**config.mk**
```make
export PLATFORM = sky130hd
export DESIGN_NAME = spi_fifo_master
export DESIGN_NICKNAME = d
export VERILOG_FILES = /design/src/rtl/spi_fifo_pkg.sv /design/src/rtl/spi_word_fifo.sv /design/src/rtl/spi_shift_engine.sv /design/src/rtl/spi_fifo_master.sv
export SDC_FILE = /design/constraint.sdc
export NUM_CORES = 1
export LEC_CHECK = 0
export BUFFER_PORTS_ARGS = -buffer_cell sky130_fd_sc_hd__clkbuf_2
export CORE_MARGIN = 1.5
export CORE_UTILIZATION = 40
export DETAILED_ROUTE_END_ITERATION = 6
export GPL_TIMING_DRIVEN = 0
export MAX_ROUTING_LAYER = met4
export RECOVER_POWER = 100
export SKIP_LAST_GASP = 1
export SYNTH_ARGS = -nofsm -noshare
export SYNTH_HDL_FRONTEND = slang
export SYNTH_SLANG_ARGS = --single-unit
```
**constraint.sdc**
```tcl
create_clock -name clk -period 7.2 [get_ports clk]
set_input_delay 2.16 -clock clk [delete_from_list [all_inputs] [get_ports clk]]
set_output_delay 2.16 -clock clk [all_outputs]
set_load 0.005 [all_outputs]
```
**src/rtl/spi_fifo_pkg.sv**
```systemverilog
package spi_fifo_pkg;

    localparam int BUS_W = 32;

    typedef enum logic [1:0] {
        REG_CTRL = 2'd0,
        REG_STAT = 2'd1,
        REG_DATA = 2'd2,
        REG_BAUD = 2'd3
    } reg_sel_e;

    typedef enum logic [1:0] {
        AL_RAW  = 2'd0,
        AL_CLR  = 2'd1,
        AL_SET  = 2'd2,
        AL_RAW2 = 2'd3
    } alias_e;

    localparam int B_MASTER = 5;
    localparam int B_CKP    = 6;
    localparam int B_CKE    = 8;
    localparam int B_SMP    = 9;
    localparam int B_WID    = 10;
    localparam int B_EN     = 15;
    localparam int B_FEN    = 16;
    localparam int B_SSEN   = 28;
    localparam int B_OVF    = 6;

    localparam logic [31:0] CTRL_MASK = 32'h1001_8F60;

    typedef struct packed {
        logic       ssen;
        logic       fen;
        logic       en;
        logic [1:0] wid;
        logic       smp;
        logic       cke;
        logic       ckp;
        logic       master;
    } ctrl_s;

    function automatic logic [31:0] apply_alias(input logic [1:0] al,
                                                input logic [31:0] cur,
                                                input logic [31:0] wd);
        case (al)
            AL_CLR:  return cur & ~wd;
            AL_SET:  return cur | wd;
            default: return wd;
        endcase
    endfunction

    function automatic logic [5:0] word_bits(input logic [1:0] code);
        case (code)
            2'd0:    return 6'd8;
            2'd1:    return 6'd16;
            default: return 6'd32;
        endcase
    endfunction

    function automatic logic [31:0] word_mask(input logic [1:0] code);
        case (code)
            2'd0:    return 32'h0000_00FF;
            2'd1:    return 32'h0000_FFFF;
            default: return 32'hFFFF_FFFF;
        endcase
    endfunction

    function automatic ctrl_s unpack_ctrl(input logic [31:0] r);
        ctrl_s c;
        c.ssen   = r[B_SSEN];
        c.fen    = r[B_FEN];
        c.en     = r[B_EN];
        c.wid    = r[B_WID +: 2];
        c.smp    = r[B_SMP];
        c.cke    = r[B_CKE];
        c.ckp    = r[B_CKP];
        c.master = r[B_MASTER];
        return c;
    endfunction

endpackage

```
**src/rtl/spi_word_fifo.sv**
```systemverilog
module spi_word_fifo #(
    parameter int DEPTH = 16,
    parameter int W     = 32,
    localparam int LW   = $clog2(DEPTH + 1),
    localparam int PW   = (DEPTH > 1) ? $clog2(DEPTH) : 1
) (
    input  logic          clk,
    input  logic          rst,
    input  logic          clr,
    input  logic [LW-1:0] cap,
    input  logic          push,
    input  logic [W-1:0]  din,
    input  logic          pop,
    output logic [W-1:0]  dout,
    output logic [LW-1:0] level,
    output logic          full,
    output logic          empty
);
    logic [W-1:0]  mem [DEPTH];
    logic [PW-1:0] wp, rp;
    logic          do_push, do_pop;

    assign full    = (level >= cap);
    assign empty   = (level == '0);
    assign do_push = push && !full;
    assign do_pop  = pop && !empty;
    assign dout    = empty ? '0 : mem[rp];

    function automatic logic [PW-1:0] nxt(input logic [PW-1:0] p);
        return (p == PW'(DEPTH - 1)) ? '0 : p + 1'b1;
    endfunction

    always_ff @(posedge clk) begin
        if (rst || clr) begin
            wp    <= '0;
            rp    <= '0;
            level <= '0;
        end else begin
            if (do_push) begin
                mem[wp] <= din;
                wp      <= nxt(wp);
            end
            if (do_pop) rp <= nxt(rp);
            level <= level + LW'(do_push) - LW'(do_pop);
        end
    end

    a_r3_full_push_ignored: assert property (@(posedge clk) disable iff (rst)
        (push && full && !pop && !clr) |=> (level == $past(level)));

    a_r3_level_bounded: assert property (@(posedge clk) disable iff (rst)
        level <= LW'(DEPTH));

endmodule

```
**src/rtl/spi_shift_engine.sv**
```systemverilog
module spi_shift_engine #(
    parameter int DIV_W = 9
) (
    input  logic             clk,
    input  logic             rst,
    input  logic             run,
    input  logic             ckp,
    input  logic             cke,
    input  logic             smp,
    input  logic [5:0]       nbits,
    input  logic [DIV_W-1:0] baud,
    input  logic             tx_valid,
    input  logic [31:0]      tx_word,
    input  logic             miso,
    output logic             tx_pop,
    output logic             rx_push,
    output logic [31:0]      rx_word,
    output logic             busy,
    output logic             sck,
    output logic             mosi
);
    logic [DIV_W-1:0] div_cnt;
    logic [6:0]       edge_cnt, e_next, last_e;
    logic [31:0]      tsr, rsr;
    logic             phase, tick, sample_now, shift_now;
    logic [1:0]       ofs;

    assign tick   = busy && (div_cnt == baud);
    assign e_next = edge_cnt + 7'd1;
    assign last_e = {nbits, 1'b0};
    assign ofs    = {1'b0, ~cke} + {1'b0, smp};

    always_comb begin
        sample_now = tick &&
            (((e_next >= 7'(ofs) + 7'd1) && (e_next[0] != ofs[0]) && (e_next < last_e + 7'd1)) ||
             ((ofs == 2'd2) && (e_next == last_e)));
        if (cke) shift_now = tick && !e_next[0] && (e_next < last_e);
        else     shift_now = tick && e_next[0] && (e_next >= 7'd3);
    end

    assign tx_pop  = run && !busy && tx_valid;
    assign rx_push = tick && (e_next == last_e);
    assign rx_word = sample_now ? {rsr[30:0], miso} : rsr;
    assign sck     = busy ? (ckp ^ phase) : ckp;
    assign mosi    = tsr[31];

    always_ff @(posedge clk) begin
        if (rst || !run) begin
            busy     <= 1'b0;
            div_cnt  <= '0;
            edge_cnt <= '0;
            phase    <= 1'b0;
            tsr      <= '0;
            rsr      <= '0;
        end else if (!busy) begin
            if (tx_valid) begin
                busy     <= 1'b1;
                tsr      <= tx_word << (6'd32 - nbits);
                rsr      <= '0;
                div_cnt  <= '0;
                edge_cnt <= '0;
                phase    <= 1'b0;
            end
        end else begin
            div_cnt <= tick ? '0 : div_cnt + 1'b1;
            if (tick) begin
                edge_cnt <= e_next;
                phase    <= ~phase;
                if (e_next == last_e) busy <= 1'b0;
            end
            if (sample_now) rsr <= {rsr[30:0], miso};
            if (shift_now)  tsr <= tsr << 1;
        end
    end

    // with CKE set, a leading (idle-to-active) edge never moves MOSI
    a_r6_lead_edge_hold: assert property (@(posedge clk) disable iff (rst)
        (run && busy && cke && tick && e_next[0]) |=> $stable(mosi));

    // a completed word leaves SCK at its rest level
    a_r5_sck_rests: assert property (@(posedge clk) disable iff (rst)
        rx_push |=> (sck == $past(ckp)));

endmodule

```
**src/rtl/spi_fifo_master.sv**
```systemverilog
module spi_fifo_master
    import spi_fifo_pkg::*;
#(
    parameter int BUF_BYTES = 16,
    parameter int DIV_W     = 9,
    localparam int LW       = $clog2(BUF_BYTES + 1)
) (
    input  logic        clk,
    input  logic        rst,
    input  logic [3:0]  bus_addr,
    input  logic        bus_wr,
    input  logic        bus_rd,
    input  logic [31:0] bus_wdata,
    output logic [31:0] bus_rdata,
    output logic        sck,
    output logic        mosi,
    input  logic        miso,
    output logic        ss_n
);
    logic [31:0]      ctrl_q;
    logic [DIV_W-1:0] baud_q;
    logic             ovf_q;
    ctrl_s            c;
    logic [1:0]       reg_sel, alias_sel;
    logic [LW-1:0]    cap, tx_lvl, rx_lvl;
    logic             tx_full, tx_empty, rx_full, rx_empty;
    logic [31:0]      tx_head, rx_head, eng_rx;
    logic             tx_pop, eng_push, eng_busy, run, stat_clr;
    logic [5:0]       nbits;

    assign reg_sel   = bus_addr[3:2];
    assign alias_sel = bus_addr[1:0];
    assign c         = unpack_ctrl(ctrl_q);
    assign nbits     = word_bits(c.wid);
    assign run       = c.en && c.master;
    assign cap       = c.fen ? LW'(BUF_BYTES / (nbits / 8)) : LW'(1);
    assign stat_clr  = bus_wr && (reg_sel == REG_STAT) && (alias_sel == AL_CLR) && bus_wdata[B_OVF];

    always_ff @(posedge clk) begin
        if (rst) begin
            ctrl_q <= '0;
            baud_q <= '0;
            ovf_q  <= 1'b0;
        end else begin
            if (bus_wr && reg_sel == REG_CTRL)
                ctrl_q <= apply_alias(alias_sel, ctrl_q, bus_wdata) & CTRL_MASK;
            if (bus_wr && reg_sel == REG_BAUD)
                baud_q <= DIV_W'(apply_alias(alias_sel, 32'(baud_q), bus_wdata));
            if (eng_push && rx_full) ovf_q <= 1'b1;
            else if (stat_clr)       ovf_q <= 1'b0;
        end
    end

    spi_word_fifo #(.DEPTH(BUF_BYTES), .W(32)) u_txq (
        .clk(clk), .rst(rst), .clr(!c.en), .cap(cap),
        .push(bus_wr && reg_sel == REG_DATA && (alias_sel == AL_RAW || alias_sel == AL_RAW2)),
        .din(bus_wdata), .pop(tx_pop), .dout(tx_head),
        .level(tx_lvl), .full(tx_full), .empty(tx_empty)
    );

    spi_word_fifo #(.DEPTH(BUF_BYTES), .W(32)) u_rxq (
        .clk(clk), .rst(rst), .clr(!c.en), .cap(cap),
        .push(eng_push), .din(eng_rx & word_mask(c.wid)),
        .pop(bus_rd && reg_sel == REG_DATA), .dout(rx_head),
        .level(rx_lvl), .full(rx_full), .empty(rx_empty)
    );

    spi_shift_engine #(.DIV_W(DIV_W)) u_eng (
        .clk(clk), .rst(rst), .run(run), .ckp(c.ckp), .cke(c.cke), .smp(c.smp),
        .nbits(nbits), .baud(baud_q), .tx_valid(!tx_empty), .tx_word(tx_head),
        .miso(miso), .tx_pop(tx_pop), .rx_push(eng_push), .rx_word(eng_rx),
        .busy(eng_busy), .sck(sck), .mosi(mosi)
    );

    assign ss_n = !(c.ssen && (!tx_empty || eng_busy));

    always_comb begin
        bus_rdata = '0;
        case (reg_sel)
            REG_CTRL: bus_rdata = ctrl_q;
            REG_STAT: begin
                bus_rdata[B_OVF]     = ovf_q;
                bus_rdata[16 +: LW]  = tx_lvl;
                bus_rdata[24 +: LW]  = rx_lvl;
            end
            REG_DATA: bus_rdata = rx_head;
            default:  bus_rdata = 32'(baud_q);
        endcase
    end

    a_r8_ovf_sticky: assert property (@(posedge clk) disable iff (rst)
        (ovf_q && !stat_clr) |=> ovf_q);

    a_r9_flush_on_disable: assert property (@(posedge clk) disable iff (rst)
        !c.en |=> (tx_lvl == '0 && rx_lvl == '0));

    a_r7_select_while_shifting: assert property (@(posedge clk) disable iff (rst)
        (eng_busy && c.ssen) |-> !ss_n);

    a_r11_idle_when_stopped: assert property (@(posedge clk) disable iff (rst)
        !run |=> !eng_busy);

endmodule

```
==> results of run 1 <==
## worst max-delay path: stages
cell	delay (ns)
clkbuf_1	0.50
nand2b_1	0.23
a31oi_1	0.51
clkbuf_1	0.82
a22oi_1	0.16
nor2_1	0.28
clkbuf_2	0.17
## area by class of cell
type,instances,area share
Timing Repair Buffer,152,0.0279
Sequential cell,1159,0.620
Multi-Input combinational cell,1164,0.231
Antenna cell,5,0.000232
Clock buffer,154,0.0596
Inverter,57,0.00396
Tap cell,1524,0.0353
Clock inverter,63,0.00925
Buffer,147,0.0131
## metal layers
| layer | track usage | routed length, um |
|---|---|---|
| met2 | 0.356 | 62200 |
| met5 | - | 0 |
| met3 | 0.0366 | 9210 |
| met4 | 0.0623 | 3610 |
| met1 | 0.279 | 50100 |
## through the flow
step	utilization	std cells	area, sq um	hold slack (ns)	TNS [ns]
6_report	0.465	4425	54000	0.468	0
5_1_grt	0.465	4425	54000	0.490	-0.0456
4_1_cts	0.466	4417	54100	0.465	0
3_5_place_dp	0.431	4171	50000	0.455	-1384.49
3_3_place_gp	0.422	4125	49000	0.445	-2927.79
2_1_floorplan	-	2527	46700	0.422	0
## placed cells by master, fill, tap and decap left out, types with 54 or more instances in the layout
cell type	n
o21ai_0	77
clkbuf_16	120
nor2_1	62
clkbuf_1	160
dfxtp_1	135
nand2_1	130
a22o_1	54
ha_1	58
mux4_2	296
a22oi_1	55
inv_1	56
edfxtp_1	1024
a21oi_1	103
## state kept, by name, indices dropped and copies added, names as in the netlist, 4 cells and up, named ones only
| register | flops |
|---|---|
| u_txq.rp | 4 |
| ctrl_q | 9 |
| u_eng.div_cnt | 9 |
| u_rxq.rp | 4 |
| baud_q | 9 |
| u_rxq.level | 5 |
| u_rxq.mem | 512 |
| u_txq.mem | 512 |
| u_eng.rsr | 32 |
| u_eng.edge_cnt | 7 |
| u_txq.wp | 4 |
| u_txq.level | 5 |
| u_rxq.wp | 4 |
| u_eng.tsr | 32 |
## cell usage after synthesis, types with 3 or more instances
library cell and n:
clkbuf_1 86, dfxtp_1 135, a22oi_1 55, buf_6 12, nand2_1 130, nor3_2 3, a21o_1 26, buf_4 9
and4_1 6, o21ai_0 78, and2_1 18, clkbuf_2 4, nor2b_1 9, edfxtp_1 1024, nor3_1 5, inv_1 56
a31oi_1 7, a22o_1 54, mux4_2 296, o211ai_1 6, ha_1 58, and3_1 19, xnor2_1 15, nor4_1 3
nand4_1 4, a21oi_1 103, or3_1 10, mux2_2 6, nor2_1 78, a211oi_1 48, or2_2 3, nand2b_1 11
a221oi_1 17, buf_1 3, xor2_1 8, mux2i_1 7, buf_2 33, nand3_1 43
## final timing paths
check                           end  slack (ns)  depth (start not counted)
setup / recovery      bus_rdata[20]        0.21                          7
hold / removal          u_eng.phase        0.47                          1
setup reg to reg  u_txq.mem[10][29]        0.31                         24
hold reg to reg         u_eng.phase        0.47                          1
## cells by family (layout without fill, tap and decap cells)
logic type | after synthesis | count (layout) | share of synthesized area
flops | 1159 | 1159 | 0.716
compound gates | 418 | 418 | 0.0608
simple gates | 352 | 352 | 0.0359
mux | 311 | 311 | 0.146
buf+inv | 204 | 573 | 0.0200
fa+ha+maj | 60 | 60 | 0.0164
xor+xnor | 23 | 23 | 0.00431
other cells | 0 | 5 | 0
## power by group
part	switching [uW]	internal [uW]	total, uW
sequential	7.94	7260	7270
combinational	125	44.6	170
clock	2580	3290	5880
## timing repair
action,4_1_cts,5_1_grt
pin swaps,12,2
hold buffers,0,0
setup endpoints to repair,1039,396
buffers inserted,29,3
gates resized for setup,15,7
==> Flow_metrics.wiki, run 1 <==
{| class="wikitable"
! Metric !! Value
|-
| Number of failing hold endpoints at the final stage || 0
|-
| Setup Crit Path Kind || input port to output port
|-
| PnR worst setup slack || around 0.21 ns
|-
| Grt ovf || 0
|-
| Transition time at the pin with the least slew margin || ~1.7 ns
|-
| Final net count || around 2,900
|-
| Library cells used by synthesis || 69
|-
| Antenna violation net count after detailed routing || 0
|-
| Port buffer count || between 70 and 80
|-
| Synth Instances || 2,527
|-
| Die Y-Extent || between 300 and 400 um
|-
| CORE AREA || 116,000 sq um
|-
| Layout overhead on the synthesized area || 15.6%
|-
| Worst Path Max Fanout || 10
|-
| Async SR Flop Fraction || 0
|-
| Number of enable-type register cells in the synthesized netlist || around 1,000
|-
| Largest cells by area after synthesis || edfxtp_1 66%, mux4_2 14%, dfxtp_1 5.8%
|-
| Num Clock Sinks || 1,159
|-
| Register bit total from synthesis || 1,159
|-
| DRT Pass-1 Iters || 5
|-
| Vias in the first global route || 26,067
|-
| WL/cell || 28.3 um
|-
| Number of pins with negative max-slew slack in the final report || 204
|-
| Classification of the worst-slack hold path || flop to flop
|-
| Required time of the critical path || 5.04 ns
|-
| Cell area after synthesis || about 47,000 sq um
|-
| Drt via density || around 5.8
|-
| Crit. Startpoint || bus_addr[3]
|-
| Largest net degree at the start of global routing || 27
|-
| Place WS || -1.62 ns
|-
| Global-route wire length before repair || ~180 mm
|-
| Top Ports || 76
|-
| Time the final worst path needs with I/O delays and setup || 6.99 ns
|-
| Crit path capture type || output port
|-
| Dominant register cell in the synthesized netlist || edfxtp_1
|-
| Peak ir drop on the vdd network || 0.239 mV
|-
| Warning count from the yosys run || 0
|-
| Reg2reg start || ctrl_q[11]
|-
| Final HPWL from detailed placement || between 80 and 90 mm
|-
| Clock tree from TritonCTS || done
|-
| Number of buffers added by the clock tree synthesis step || 117
|-
| Launch point of the worst hold path || u_eng.phase
|-
| Final worst path period share || 0.971
|-
| Per-instance average area after synthesis || 18.5 sq um
|-
| Number of failing setup endpoints in the final timing report || 0
|-
| Area share of the largest cell type after synthesis || 0.658
|-
| Die area || 119,000 sq um
|-
| Initial antenna violation count || 9
|-
| Total chip power || between 10,000 and 15,000 uW
|-
| Initial drt markers || 2,692
|-
| Leakage power total || between 0.015 and 0.02 uW
|-
| Ratio of cells with drive above 1 in the final layout || 0.234
|-
| Routed via count || ~26,000
|-
| Max Root-Sink Buffers || 3
|-
| All-layer global routing usage || 0.217
|-
| Initial core utilization || 0.402
|-
| Sequential Area || 33,500 sq um
|-
| Clock latency at the later pin of the worst-skew pair || roughly 0.7 ns
|-
| Overall routed net length || 125 mm
|-
| Layout filler cell count || approximately 9,800
|-
| Routability Congestion || 0.882
|-
| Horizontal extent of the die || approximately 340 um
|-
| Cell type with the largest total area after synthesis || edfxtp_1
|-
| DRC errors left || 0
|-
| Failing checks || max-capacitance violations, max-slew violations
|-
| Clock root buffer || clkbuf_16
|-
| Footprint of the multi-input gates || 12,500 sq um
|-
| Critical Path AT || 4.83 ns
|-
| Power density relative to cell area || ~250 nW/um^2
|-
| Run status || finished with violations
|-
| Clock Pin Slew Worst Setup and Hold Paths || around 0.060 ns
|-
| Critical Path Start Type || input port
|-
| Clock H-tree levels || 3
|-
| Fmax achieved || 143 MHz
|-
| Nets in the synthesized netlist || about 2,600
|-
| Max-Slew Margin vs Limit || -0.156
|-
| Sequential area share after synthesis || 0.716
|-
| Max-cap viol count || 13
|-
| Worst-case clock skew || 0.0239 ns
|-
| Site row count || 125
|}
(Power assumes the default switching activity.)
==> run 2: changes to the inputs <==
--- a/config.mk
+++ b/config.mk
@@ -6,8 +6,9 @@
 export NUM_CORES = 1
 export LEC_CHECK = 0
 export BUFFER_PORTS_ARGS = -buffer_cell sky130_fd_sc_hd__clkbuf_2
+export CAP_MARGIN = 20
 export CORE_MARGIN = 1.5
-export CORE_UTILIZATION = 40
+export CORE_UTILIZATION = 32
 export DETAILED_ROUTE_END_ITERATION = 6
 export GPL_TIMING_DRIVEN = 0
 export MAX_ROUTING_LAYER = met4
==> run 2 against run 1 <==
  * The run still ends with max-capacitance violations, max-slew violations left
  * Routed wire length fell by 0.82%
  * Worst hold slack got worse by 0.013 ns
  * First-iteration DRC count rose by 8.8%
  * Clock skew rose by 0.0027 ns
  * Die area rose by 25%
  * Global-route usage fell by 4.6 points
  * Register-to-register slack improved by 0.10 ns
  * Largest power group unchanged
  * Highest routed layer unchanged
==> Flow_metrics.wiki, run 2 (synthesis results as in run 1) <==
{| class="wikitable"
! Metric !! Value
|-
| Max-Slew Margin vs Limit || -0.164 (-0.00775)
|-
| Clock H-tree levels || 3 (unchanged)
|-
| Failing checks || max-capacitance violations, max-slew violations
|-
| Crit path capture type || output port
|-
| Initial antenna violation count || 8 (-1)
|-
| Met2 wire len || 57.8 mm (-7.0%)
|-
| Number of buffers added by the clock tree synthesis step || 110 (-6.0%)
|-
| Crit. Startpoint || bus_addr[3]
|-
| Leakage power total || 0.0180 uW (-1.2%)
|-
| Num Clock Sinks || 1,159 (unchanged)
|-
| Max Root-Sink Buffers || 3 (unchanged)
|-
| Peak ir drop on the vdd network || 0.206 mV (-14%)
|-
| Top library cells by usage in the layout, fill and taps aside || 1,024 x edfxtp_1, 296 x mux4_2, 200 x clkbuf_1
|-
| Initial drt markers || 2,930 (+8.8%)
|-
| Critical Path AT || 4.78 ns (-0.05 ns)
|-
| Total chip power || 13,300 uW (-0.43%)
|-
| Largest net degree at the start of global routing || 27 (unchanged)
|-
| Number of pins with negative max-slew slack in the final report || 17 (-92%)
|-
| Required time of the critical path || 5.04 ns (about the same)
|-
| Run status || finished with violations
|-
| Worst-case clock skew || 0.0267 ns (+0.00274 ns)
|-
| All-layer global routing usage || 0.171 (-0.0463)
|-
| DRT Pass-1 Iters || 5 (unchanged)
|-
| Footprint of the multi-input gates || 12,400 sq um (-0.69%)
|-
| Post-CTS Hold Buffers || 0 (unchanged)
|-
| Final total negative setup slack || 0 ns (unchanged)
|-
| Layout overhead on the synthesized area || 15.6% (about the same)
|-
| Time the final worst path needs with I/O delays and setup || 6.94 ns (-0.0505 ns)
|-
| Final worst path period share || 0.964 (-0.00702)
|-
| WL/cell || 25.7 um (-9.0%)
|-
| Biggest registers after layout || u_rxq.mem x512, u_txq.mem x512
|-
| Top Ports || 76 (unchanged)
|-
| Horizontal extent of the die || 385 um (+12%)
|-
| Antenna violation net count after detailed routing || 0 (unchanged)
|-
| Fmax achieved || 144 MHz (+0.73%)
|-
| Layout filler cell count || 13,268 (+36%)
|-
| Worst Path Max Fanout || 10 (unchanged)
|-
| Port buffer count || 74 (unchanged)
|-
| Top layer in use || met4
|-
| Reg2reg start || ctrl_q[10]
|-
| Vias in the first global route || 24,982 (-4.2%)
|-
| Met1 routed wirelength after detailed routing || 53.4 mm (+6.6%)
|-
| Global-route wire length before repair || 178 mm (-0.96%)
|-
| Classification of the worst-slack hold path || flop to flop
|-
| Sequential Area || 33,500 sq um (unchanged)
|-
| Routed via count || 25,680 (-0.35%)
|-
| Routed wl met3 || 10.2 mm (+11%)
|-
| Routability Congestion || 0.887 (+0.49%)
|-
| Critical Path Start Type || input port
|-
| Final HPWL from detailed placement || 79.4 mm (-3.9%)
|-
| Clock root buffer || clkbuf_16
|-
| CORE AREA || 145,000 sq um (+25%)
|-
| Launch point of the worst hold path || u_eng.phase
|-
| DRC errors left || 0 (unchanged)
|-
| Number of failing hold endpoints at the final stage || 0 (unchanged)
|-
| Clock tree from TritonCTS || done
|-
| Grt ovf || 0 (unchanged)
|-
| Overall routed net length || 124 mm (-0.82%)
|-
| PnR worst setup slack || 0.259 ns (+0.0505 ns)
|-
| Final net count || 2,911 (+0.41%)
|-
| Clock Pin Slew Worst Setup and Hold Paths || 0.06 ns (about the same)
|-
| Most common cell after layout, fill and taps aside || edfxtp_1
|-
| Power density relative to cell area || 246 nW/um^2 (-0.39%)
|-
| Transition time at the pin with the least slew margin || 1.73 ns (+0.0115 ns)
|-
| Site row count || 140 (+12%)
|-
| Die area || 148,000 sq um (+25%)
|-
| Die Y-Extent || 385 um (+12%)
|-
| Place WS || -1.68 ns (-0.0552 ns)
|-
| Number of failing setup endpoints in the final timing report || 0 (unchanged)
|-
| Initial core utilization || 0.322 (-0.0808)
|-
| Max-cap viol count || 1 (-12)
|-
| Setup Crit Path Kind || input port to output port
|-
| Clock latency at the later pin of the worst-skew pair || 0.71 ns (about the same)
|-
| Drt via density || 5.32 (-8.6%)
|-
| Ratio of cells with drive above 1 in the final layout || 0.219 (-0.0145)
|}
run 2: final timing paths:
path / end / slack (ns) / cells after the start
worst max-delay path: bus_rdata[8] / 0.26 / 7
worst max register to register: u_rxq.mem[0][20] / 0.41 / 22
worst min register to register: u_eng.phase / 0.46 / 1
worst min-delay path: u_eng.phase / 0.46 / 1
run 2: metal layers:
layer / up-vias / GRT usage
met2: 1090 / 0.261
met1: 13534 / 0.238
met3: 179 / 0.0309
met4: 0 / 0.0376
li1: 10877 / -
met5: - / -
run 2: what timing repair did:
item | in CTS | in global routing
setup endpoints to repair | 1043 | 524
cloned | 1 | 0
setup buffers | 32 | 4
gates resized for setup | 13 | 7
pin swaps | 14 | 1
run 2: where the power goes:
part	leakage, uW	internal (uW)	switching, uW
clock	0.00174	3270	2560
combinational	0.00461	44.3	123
sequential	0.0116	7260	8.33
total	0.0180	10600	2690
run 2: through the flow:
| stage | std cells | util | hold WS, ns | cell area (sq um) |
|---|---|---|---|---|
| 2_1_floorplan | 2527 | - | 0.422 | 46700 |
| 3_3_place_gp | 4518 | 0.341 | 0.442 | 49500 |
| 3_5_place_dp | 4578 | 0.349 | 0.448 | 50600 |
| 4_1_cts | 4813 | 0.376 | 0.456 | 54600 |
| 5_1_grt | 4822 | 0.372 | 0.483 | 54000 |
| 6_report | 4824 | 0.372 | 0.455 | 54000 |
run 2: final cells by class:
class,instances,area share
clock buffers,148,0.0557
flip-flops and latches,1159,0.620
plain buffers,146,0.0131
well taps,1917,0.0444
diodes,6,0.000278
repair buffers,171,0.0223
inverters,57,0.00396
clock inverters,55,0.0108
multi-input cells,1165,0.230
run 2: critical path, stage by stage:
cell	delay (ns)
clkbuf_1	0.32
nand2b_1	0.20
a31oi_1	0.59
clkbuf_1	0.56
a22oi_1	0.14
o21ai_1	0.57
clkbuf_2	0.22
